===== src/rtl/keyhash_guard_pkg.sv =====
package keyhash_guard_pkg;
  localparam int REG_W       = 64;
  localparam int FC_LOCK_BIT = 0;
  localparam int FC_LC_BIT   = 17;
  localparam int FC_EN_BIT   = 18;
  localparam int ACT_BIT     = 0;

  typedef logic [REG_W-1:0] word_t;

  // enclave-related feature-control bits, held at 0 before activation
  function automatic word_t enclave_mask();
    word_t m;
    m = '0;
    m[FC_LC_BIT] = 1'b1;
    m[FC_EN_BIT] = 1'b1;
    return m;
  endfunction

  function automatic word_t fc_filter(word_t wd, logic activated);
    return activated ? wd : (wd & ~enclave_mask());
  endfunction

  function automatic logic hash_wr_allowed(logic activated, word_t fc);
    return !activated || (fc[FC_LC_BIT] && fc[FC_LOCK_BIT]);
  endfunction
endpackage


===== src/rtl/kg_ctrl.sv =====
module kg_ctrl
  import keyhash_guard_pkg::*;
(
  input  logic  clk,
  input  logic  rst_n,
  input  logic  fc_we,
  input  logic  act_we,
  input  word_t wdata,
  output word_t fc_q,
  output logic  activated,
  output logic  fc_wr_rej
);
  logic fc_locked;
  assign fc_locked = fc_q[FC_LOCK_BIT];
  assign fc_wr_rej = fc_we && fc_locked;

  always_ff @(posedge clk or negedge rst_n) begin
    if (!rst_n) begin
      fc_q      <= '0;
      activated <= 1'b0;
    end else begin
      if (fc_we && !fc_locked) fc_q <= fc_filter(wdata, activated);
      if (act_we && wdata[ACT_BIT]) activated <= 1'b1;
    end
  end
endmodule


===== src/rtl/kg_hash_bank.sv =====
module kg_hash_bank
  import keyhash_guard_pkg::*;
#(
  parameter int NUM_WORDS = 4,
  parameter int IDX_W     = 2,
  parameter logic [NUM_WORDS*REG_W-1:0] DEFAULT_HASH = '0
) (
  input  logic                       clk,
  input  logic                       rst_n,
  input  logic                       we,
  input  logic [IDX_W-1:0]           idx,
  input  word_t                      wdata,
  input  logic                       allowed,
  output logic [NUM_WORDS*REG_W-1:0] hash_flat,
  output logic                       wr_ok,
  output logic                       wr_rej
);
  word_t word_q [NUM_WORDS];

  assign wr_ok  = we && allowed;
  assign wr_rej = we && !allowed;

  always_ff @(posedge clk or negedge rst_n) begin
    if (!rst_n) begin
      for (int i = 0; i < NUM_WORDS; i++) word_q[i] <= DEFAULT_HASH[i*REG_W +: REG_W];
    end else begin
      for (int i = 0; i < NUM_WORDS; i++)
        if (wr_ok && idx == IDX_W'(i)) word_q[i] <= wdata;
    end
  end

  for (genvar g = 0; g < NUM_WORDS; g++) begin : g_flat
    assign hash_flat[g*REG_W +: REG_W] = word_q[g];
  end
endmodule


===== src/rtl/keyhash_guard.sv =====
module keyhash_guard
  import keyhash_guard_pkg::*;
#(
  parameter int ADDR_W    = 12,
  parameter int NUM_WORDS = 4,
  parameter logic [ADDR_W-1:0] FC_ADDR   = 12'h0C0,
  parameter logic [ADDR_W-1:0] ACT_ADDR  = 12'h07A,
  parameter logic [ADDR_W-1:0] HASH_BASE = 12'h100,
  parameter logic [NUM_WORDS*REG_W-1:0] DEFAULT_HASH =
    256'h3b8a51c7e02f9d46_a1c5e87b09d3f226_4f1e0a9c7b35d82e_6c4190fa8d2b7e53
) (
  input  logic              clk,
  input  logic              rst_n,
  input  logic              req_wr,
  input  logic              req_rd,
  input  logic [ADDR_W-1:0] addr,
  input  logic [REG_W-1:0]  wdata,
  output logic [REG_W-1:0]  rdata,
  output logic              err
);
  localparam int IDX_W = (NUM_WORDS > 1) ? $clog2(NUM_WORDS) : 1;

  // address decode
  logic [ADDR_W-1:0] hash_off;
  logic              hit_hash, hit_fc, hit_act;
  logic [IDX_W-1:0]  hash_idx;
  assign hash_off = addr - HASH_BASE;
  assign hit_hash = (addr >= HASH_BASE) && (hash_off < ADDR_W'(NUM_WORDS));
  assign hit_fc   = (addr == FC_ADDR);
  assign hit_act  = (addr == ACT_ADDR);
  assign hash_idx = hash_off[IDX_W-1:0];

  // internal events, named for the checker
  word_t                      fc_q;
  logic                       activated;
  logic                       fc_wr_rej;
  logic                       hash_allowed;
  logic [NUM_WORDS*REG_W-1:0] hash_flat;
  logic                       hash_wr_ok, hash_wr_rej;

  kg_ctrl u_ctrl (
    .clk       (clk),
    .rst_n     (rst_n),
    .fc_we     (req_wr && hit_fc),
    .act_we    (req_wr && hit_act),
    .wdata     (wdata),
    .fc_q      (fc_q),
    .activated (activated),
    .fc_wr_rej (fc_wr_rej)
  );

  assign hash_allowed = hash_wr_allowed(activated, fc_q);

  kg_hash_bank #(
    .NUM_WORDS    (NUM_WORDS),
    .IDX_W        (IDX_W),
    .DEFAULT_HASH (DEFAULT_HASH)
  ) u_bank (
    .clk       (clk),
    .rst_n     (rst_n),
    .we        (req_wr && hit_hash),
    .idx       (hash_idx),
    .wdata     (wdata),
    .allowed   (hash_allowed),
    .hash_flat (hash_flat),
    .wr_ok     (hash_wr_ok),
    .wr_rej    (hash_wr_rej)
  );

  word_t rd_mux;
  always_comb begin
    rd_mux = '0;
    if (hit_fc)        rd_mux = fc_q;
    else if (hit_act)  rd_mux = REG_W'(activated);
    else if (hit_hash) rd_mux = hash_flat[hash_idx*REG_W +: REG_W];
  end

  always_ff @(posedge clk or negedge rst_n) begin
    if (!rst_n) begin
      rdata <= '0;
      err   <= 1'b0;
    end else begin
      if (req_rd) rdata <= rd_mux;
      err <= hash_wr_rej || fc_wr_rej;
    end
  end
endmodule


===== config.mk =====
export PLATFORM = sky130hd
export DESIGN_NAME = keyhash_guard
export DESIGN_NICKNAME = d
export VERILOG_FILES = /design/src/rtl/keyhash_guard_pkg.sv /design/src/rtl/kg_ctrl.sv /design/src/rtl/kg_hash_bank.sv /design/src/rtl/keyhash_guard.sv
export SDC_FILE = /design/constraint.sdc
export NUM_CORES = 1
export LEC_CHECK = 0
export BUFFER_PORTS_ARGS = -buffer_cell sky130_fd_sc_hd__buf_2
export CORE_MARGIN = 2
export CORE_UTILIZATION = 25
export CTS_CLUSTER_SIZE = 12
export DETAILED_ROUTE_END_ITERATION = 10
export PLACE_DENSITY = 0.42
export SYNTH_ARGS = -nofsm -noshare
export SYNTH_HDL_FRONTEND = slang
export SYNTH_SLANG_ARGS = --single-unit

===== constraint.sdc =====
create_clock -name clk -period 2.35 [get_ports clk]
set_input_delay 0.1175 -clock clk [delete_from_list [all_inputs] [get_ports clk]]
set_output_delay 0.1175 -clock clk [all_outputs]
set_load 0.01 [all_outputs]

### Word level (Yosys, flattened, before mapping)

Cells that the tools add are included.

* $add $sub $neg: 1
* multiply operators: 0
* divide/modulo/power cells: 0
* $lt $le $gt $ge: 2
* eq/ne operators: 5
* shifts and indexed selects: 1
* muxes and demuxes: 4
* bitwise gates (word level): 0
* reduce and logical (&&, ||, !) cells: 20

Operators by type and width (count)
* $shiftx A256 B9 Y64: 1
* $mux W64: 3
* $mux W19: 1
* $logic_and A1 B1 Y1: 14
* $eq A12 B7 Y1 const B: 1
* $eq A12 B8 Y1 const B: 1
* $ge A12 B9 Y1 const B: 1
* $lt A12 B3 Y1 const B: 1
* $sub A12 B9 Y12 const B: 1
* $eq A2 B2 Y1 const B: 2
* $logic_not A1 Y1: 3
* $eq A2 B1 Y1 const B: 1
* $logic_not A2 Y1: 1
* $logic_or A1 B1 Y1: 2

* flip-flop bits (word level): 386
* latch bits: 0
* memory bits (writable): 0
* ROM bits: 0
* input port bits: 80
* output and inout bits: 65
* logic and storage cells: 41
* memories: 0

### Longest topological paths before layout

* word-level depth: 6
* depth in mapped cells: 7
* depth with buffers taken out: 4

### Modules after synthesis

A second synthesis with hierarchy kept.

* cell total of the unflattened synthesis: 1071
* area total of the unflattened synthesis: 17640.7 um^2

By module, submodules not included
* kg_hash_bank: times used 1, cells an instance 545, area each 10050.9 um^2, seq. area each 6567.5 um^2
* keyhash_guard: times used 1, cells an instance 383, area each 4845.9 um^2, seq. area each 1626.6 um^2
* kg_ctrl: times used 1, cells an instance 143, area each 2743.9 um^2, seq. area each 1626.6 um^2

### Least setup slack after synthesis

Ideal clock, no wire load.

* path kind: input to register
* from: input port addr[4]
* to: register u_bank.word_q (netlist bit u_bank.hash_flat[195])
* setup time: 0.125 ns
* data arrival time: 2.285 ns
* data required time: 2.225 ns
* path slack: -0.060 ns
* cell stages on the path: 7
* path buffers: 3
* cells stage by stage: or4_1 buf_4 or3_4 or4_1 buf_4 buf_6 mux2_4

* word-level cells in the longest chain between the ends: 6
* elaborated cells between the ends (all ways): 7
* classes of those cells: add/sub (1); order compare (2); reduce/logical (4)

RTL lines
* from (decl): line keyhash_guard.sv:16 `input logic [ADDR_W-1:0] addr,`
* $sub A12 B9 Y12: line keyhash_guard.sv:27 `assign hash_off = addr - HASH_BASE;`
* $lt A12 B3 Y1: line keyhash_guard.sv:28 `assign hit_hash = (addr >= HASH_BASE) && (hash_off < ADDR_W'(NUM_WORDS));`
* $logic_and A1 B1 Y1 (*): line keyhash_guard.sv:28
* $logic_and A1 B1 Y1 (*): line keyhash_guard.sv:61 `.we (req_wr && hit_hash),`
* $logic_and A1 B1 Y1 (*): line kg_hash_bank.sv:20 `assign wr_ok = we && allowed;`
* $logic_and A1 B1 Y1 (*): line kg_hash_bank.sv:28 `if (wr_ok && idx == IDX_W'(i)) word_q[i] <= wdata;`
* to (signal, indexed assignment): line kg_hash_bank.sv:28
* to (decl): line kg_hash_bank.sv:18 `word_t word_q [NUM_WORDS];`

Mark *: on every way between the ends. The rest lies on a longest branch, timed or not.
A chain may end at the register's enable or synchronous reset.

### Final worst setup path

* from: register u_ctrl.activated
* to: register u_bank.word_q (netlist bit u_bank.hash_flat[118])

* word-level cells in the longest chain between the ends: 4

RTL lines
* from (decl): line kg_ctrl.sv:10 `output logic activated,`
* from (signal assigned): line kg_ctrl.sv:20 `activated <= 1'b0;`
* from (signal assigned): line kg_ctrl.sv:23 `if (act_we && wdata[ACT_BIT]) activated <= 1'b1;`
* $logic_not A1 Y1: line keyhash_guard_pkg.sv:24 `return !activated || (fc[FC_LC_BIT] && fc[FC_LOCK_BIT]);`
* $logic_or A1 B1 Y1: line keyhash_guard_pkg.sv:24
* $logic_and A1 B1 Y1: line kg_hash_bank.sv:20
* $logic_and A1 B1 Y1: line kg_hash_bank.sv:28

Every way passes these cells.

==> results.py <==
metrics = {
    "run_status": {
        "result_of_the_run": "finished clean",
    },
    "clock_network": {
        "max-clock-path-buffers": 3,
        "clk_pin_slew_ns": 0.06,
        "clock_latency_ns": 0.59,
        "tritoncts_num_sinks": 386,
        "tritoncts": "built",
        "cts_setup_buffers": 0,
        "tritoncts.num_buffers": 47,
        "h-tree-depth": 2,
        "clk_root_buffer_cell": "sky130_fd_sc_hd__clkbuf_16",
    },
    "critical_path": {
        "r2r_cells": 7,
        "beginning_of_the_worst_register_to_register_path": "u_ctrl.activated",
        "regToRegSetupSlack_ns": 0.19,
        "slowest_stage_cell_on_the_critical_path": "sky130_fd_sc_hd__dfrtp_1",
        "worstPathRequired_ns": 2.80,
        "critPathCaptureType": "flip-flop",
        "worst-path-max-fanout": 16,
        "critical_path.reg2reg.endpoint": "u_bank.hash_flat[118]",
        "critical_path.max_stage_delay_ns": 0.43,
        "cp_data_arrival_time_ns": 2.61,
        "timing.setup.critical_path_class": "flip-flop to flip-flop",
        "crit_path_cell_trace": "a21boi_0 > nand4b_1 > buf_4 > nor4_4 > buf_4 > buf_12 > mux2_2",
        "critPathLaunchType": "flip-flop",
        "critical-path-top-cell-by-count": "sky130_fd_sc_hd__buf_4",
    },
    "floorplan": {
        "die-width_um": 265,
        "rows": 95,
        "start_util_pct": 25.3,
        "io_pins": 145,
        "fp.coreArea_um2": 67300,
        "chipHeight_um": 265,
        "die_area_um2": 70100,
    },
    "detailed_routing": {
        "drt_pass1_iterations": 4,
        "detail_route.wirelength_um": 44800,
        "num_vias": 9943,
        "wl_per_cell_um": 20.1,
        "drt_iter0_drc": 522,
        "route.detailed.drc": 0,
        "avgViaCountPerCell": 4.46,
        "route.antenna.remaining_nets": 0,
    },
    "global_routing": {
        "number_of_antenna_violations_at_the_first_check_in_global_routing": 7,
        "grt_usage_pct": 12.9,
        "grt_pass1_vias": 10700,
        "grt-ovfl-total": 0,
        "grt_first_pass_wirelength_um": 69800,
        "grt_start_max_net_pins": 104,
    },
    "final_layout": {
        "syn_to_layout_area_delta_pct": 26.9,
        "mostFrequentLayoutCells": "sky130_fd_sc_hd__dfrtp_1, sky130_fd_sc_hd__mux2_2, sky130_fd_sc_hd__buf_2",
        "layout_commonest_cell": "sky130_fd_sc_hd__dfrtp_1",
        "drive_above_1_share_pct": 58.5,
        "final_net_count": 1396,
    },
    "place": {
        "place_ws_ns": -0.190,
        "detailed_place_hpwl_um": 27700,
        "place_congestion": 0.709,
        "port_buffers": 144,
    },
    "timing": {
        "final_max_slew_viol_count": 0,
        "postLayoutSetupSlackWorst_ns": 0.187,
        "timing.slew.headroom_pct": 60.8,
        "timing.final.setup_violations": 0,
        "rsz0062_at_grt": "no",
        "hold_viol_final": 0,
        "timing_worst_slew_pin_value_ns": 0.587,
        "fin_crit_share_pct": 92.1,
        "clock.fmax_mhz": 462,
        "finClkSkew_ns": 0.0302,
        "final_period_minus_worst_setup_slack_ns": 2.16,
    },
    "power": {
        "max-vdd-ir-drop_mv": 0.455,
        "total_power_uw": 15300,
        "pwr_density_cell_nw_per_um2": 709,
        "leakage_uw": 0.00992,
    },
    "logic_synthesis": {
        "ys_types": 35,
        "mappedNetlistNets": 1155,
        "post_synth_instance_area_um2": 17000,
        "sequential_element_share_of_the_synthesized_area_pct": 57.7,
        "post_synth.cell_area_avg_um2": 15.8,
        "ys_async_sr_fraction_pct": 100,
        "yosysWarningCount": 0,
        "number_of_flops_mapped_to_enable_cells_by_yosys": 0,
        "yosys_register_bits": 386,
        "main_flop_type_after_synthesis": "sky130_fd_sc_hd__dfrtp_1",
        "synth_cells": 1075,
    },
    "flow_run": {
        "max_cap_viol_count": 0,
    },
    "worst_hold_path": {
        "holdCritPathClass": "input pin to async pin",
    },
}
## cell type report
cell class / instances / area, um2
clock inverter: 15 / 223
timing repair buffer: 267 / 2200
multi-input combinational: 610 / 6800
clock buffer: 73 / 1440
fill: 6639 / 45700
sequential: 386 / 9820
antenna: 1 / 2.50
tap: 873 / 1090
inverter: 4 / 15.0
## power by group
group / switching, uW / leakage [uW] / internal (uW)
logic: 500 / 0.00428 / 334
clock network: 2990 / 0.000807 / 4660
registers: 54.7 / 0.00483 / 6770
## per-stage QoR
stage / instances / hold slack (ns) / TNS, ns / util, % / area [um2]
final: 2229 / 0.0279 / 0 / 32.1 / 21600
after global routing: 2229 / 0.0320 / 0 / 32.1 / 21600
after CTS: 2228 / 0.00269 / 0 / 32.1 / 21600
after detailed placement: 2072 / 0.0459 / -33.09 / 28.6 / 19200
after global placement: 2072 / 0.0436 / -18.97 / 28.6 / 19200
after floorplan: 1075 / -0.178 / 0 / - / 17000
## flip-flops by register name (all words and copies together), names as in the netlist
name,count
u_ctrl.fc_q,64
u_ctrl.activated,1
err,1
u_bank.hash_flat,256
rdata,64
## critical path, delay by kind of cell (launching register included)
family	cells	cell delay, ns
AOI/OAI and AO/OA	1	0.16
DFF	1	0.43
and+or+nand+nor	2	0.47
buffers and inverters	3	0.61
muxes	1	0.34
## routing by layer
metal | GRT usage, % | vias to the layer above | routed length, um
li1 | - | 4477 | -
met1 | 19.3 | 5220 | 22700
met3 | 2.58 | 61 | 1790
met4 | 2.84 | 6 | 782
met5 | 0 | - | 40
met2 | 19.3 | 179 | 19500
## cells by family after synthesis
kind of cell	Yosys count	share of synthesized area [%]
multiplexers	381	32.1
AO/OA/AOI/OAI	136	5.06
buffers and inverters	79	2.46
flip-flops	386	57.7
AND/OR/NAND/NOR	93	2.63
## cell usage after synthesis (all sizes together), types with 5 or more instances
cell type  number  area [um2]
mux2          317        4020
dfrtp         257        6430
dfstp         129        3390
nor2           65         244
a22oi          64         480
mux4           64        1440
a21oi          63         315
buf            38         264
clkbuf         37         139
nor3            5        30.0
or4             5        37.5
## timing repair
action / 4_1_cts / 5_1_grt
hold endpoints to repair: 602 / 0
resized for setup: 0 / 0
hold buffers: 68 / 0
## how the worst max path moves through the flow
stage                     startpoint               endpoint  slack [ns]  depth (start not counted)
floorplan                    addr[4]   u_bank.hash_flat[15]      0.0005                          7
global placement             addr[4]   u_bank.hash_flat[74]       -0.12                          8
detailed placement           addr[4]  u_bank.hash_flat[106]       -0.19                          8
CTS                 u_ctrl.activated  u_bank.hash_flat[119]        0.16                          7
global route        u_ctrl.activated  u_bank.hash_flat[138]        0.07                          7
finish              u_ctrl.activated  u_bank.hash_flat[118]        0.19                          7
No activity file was read; power rests on OpenSTA's default activity.
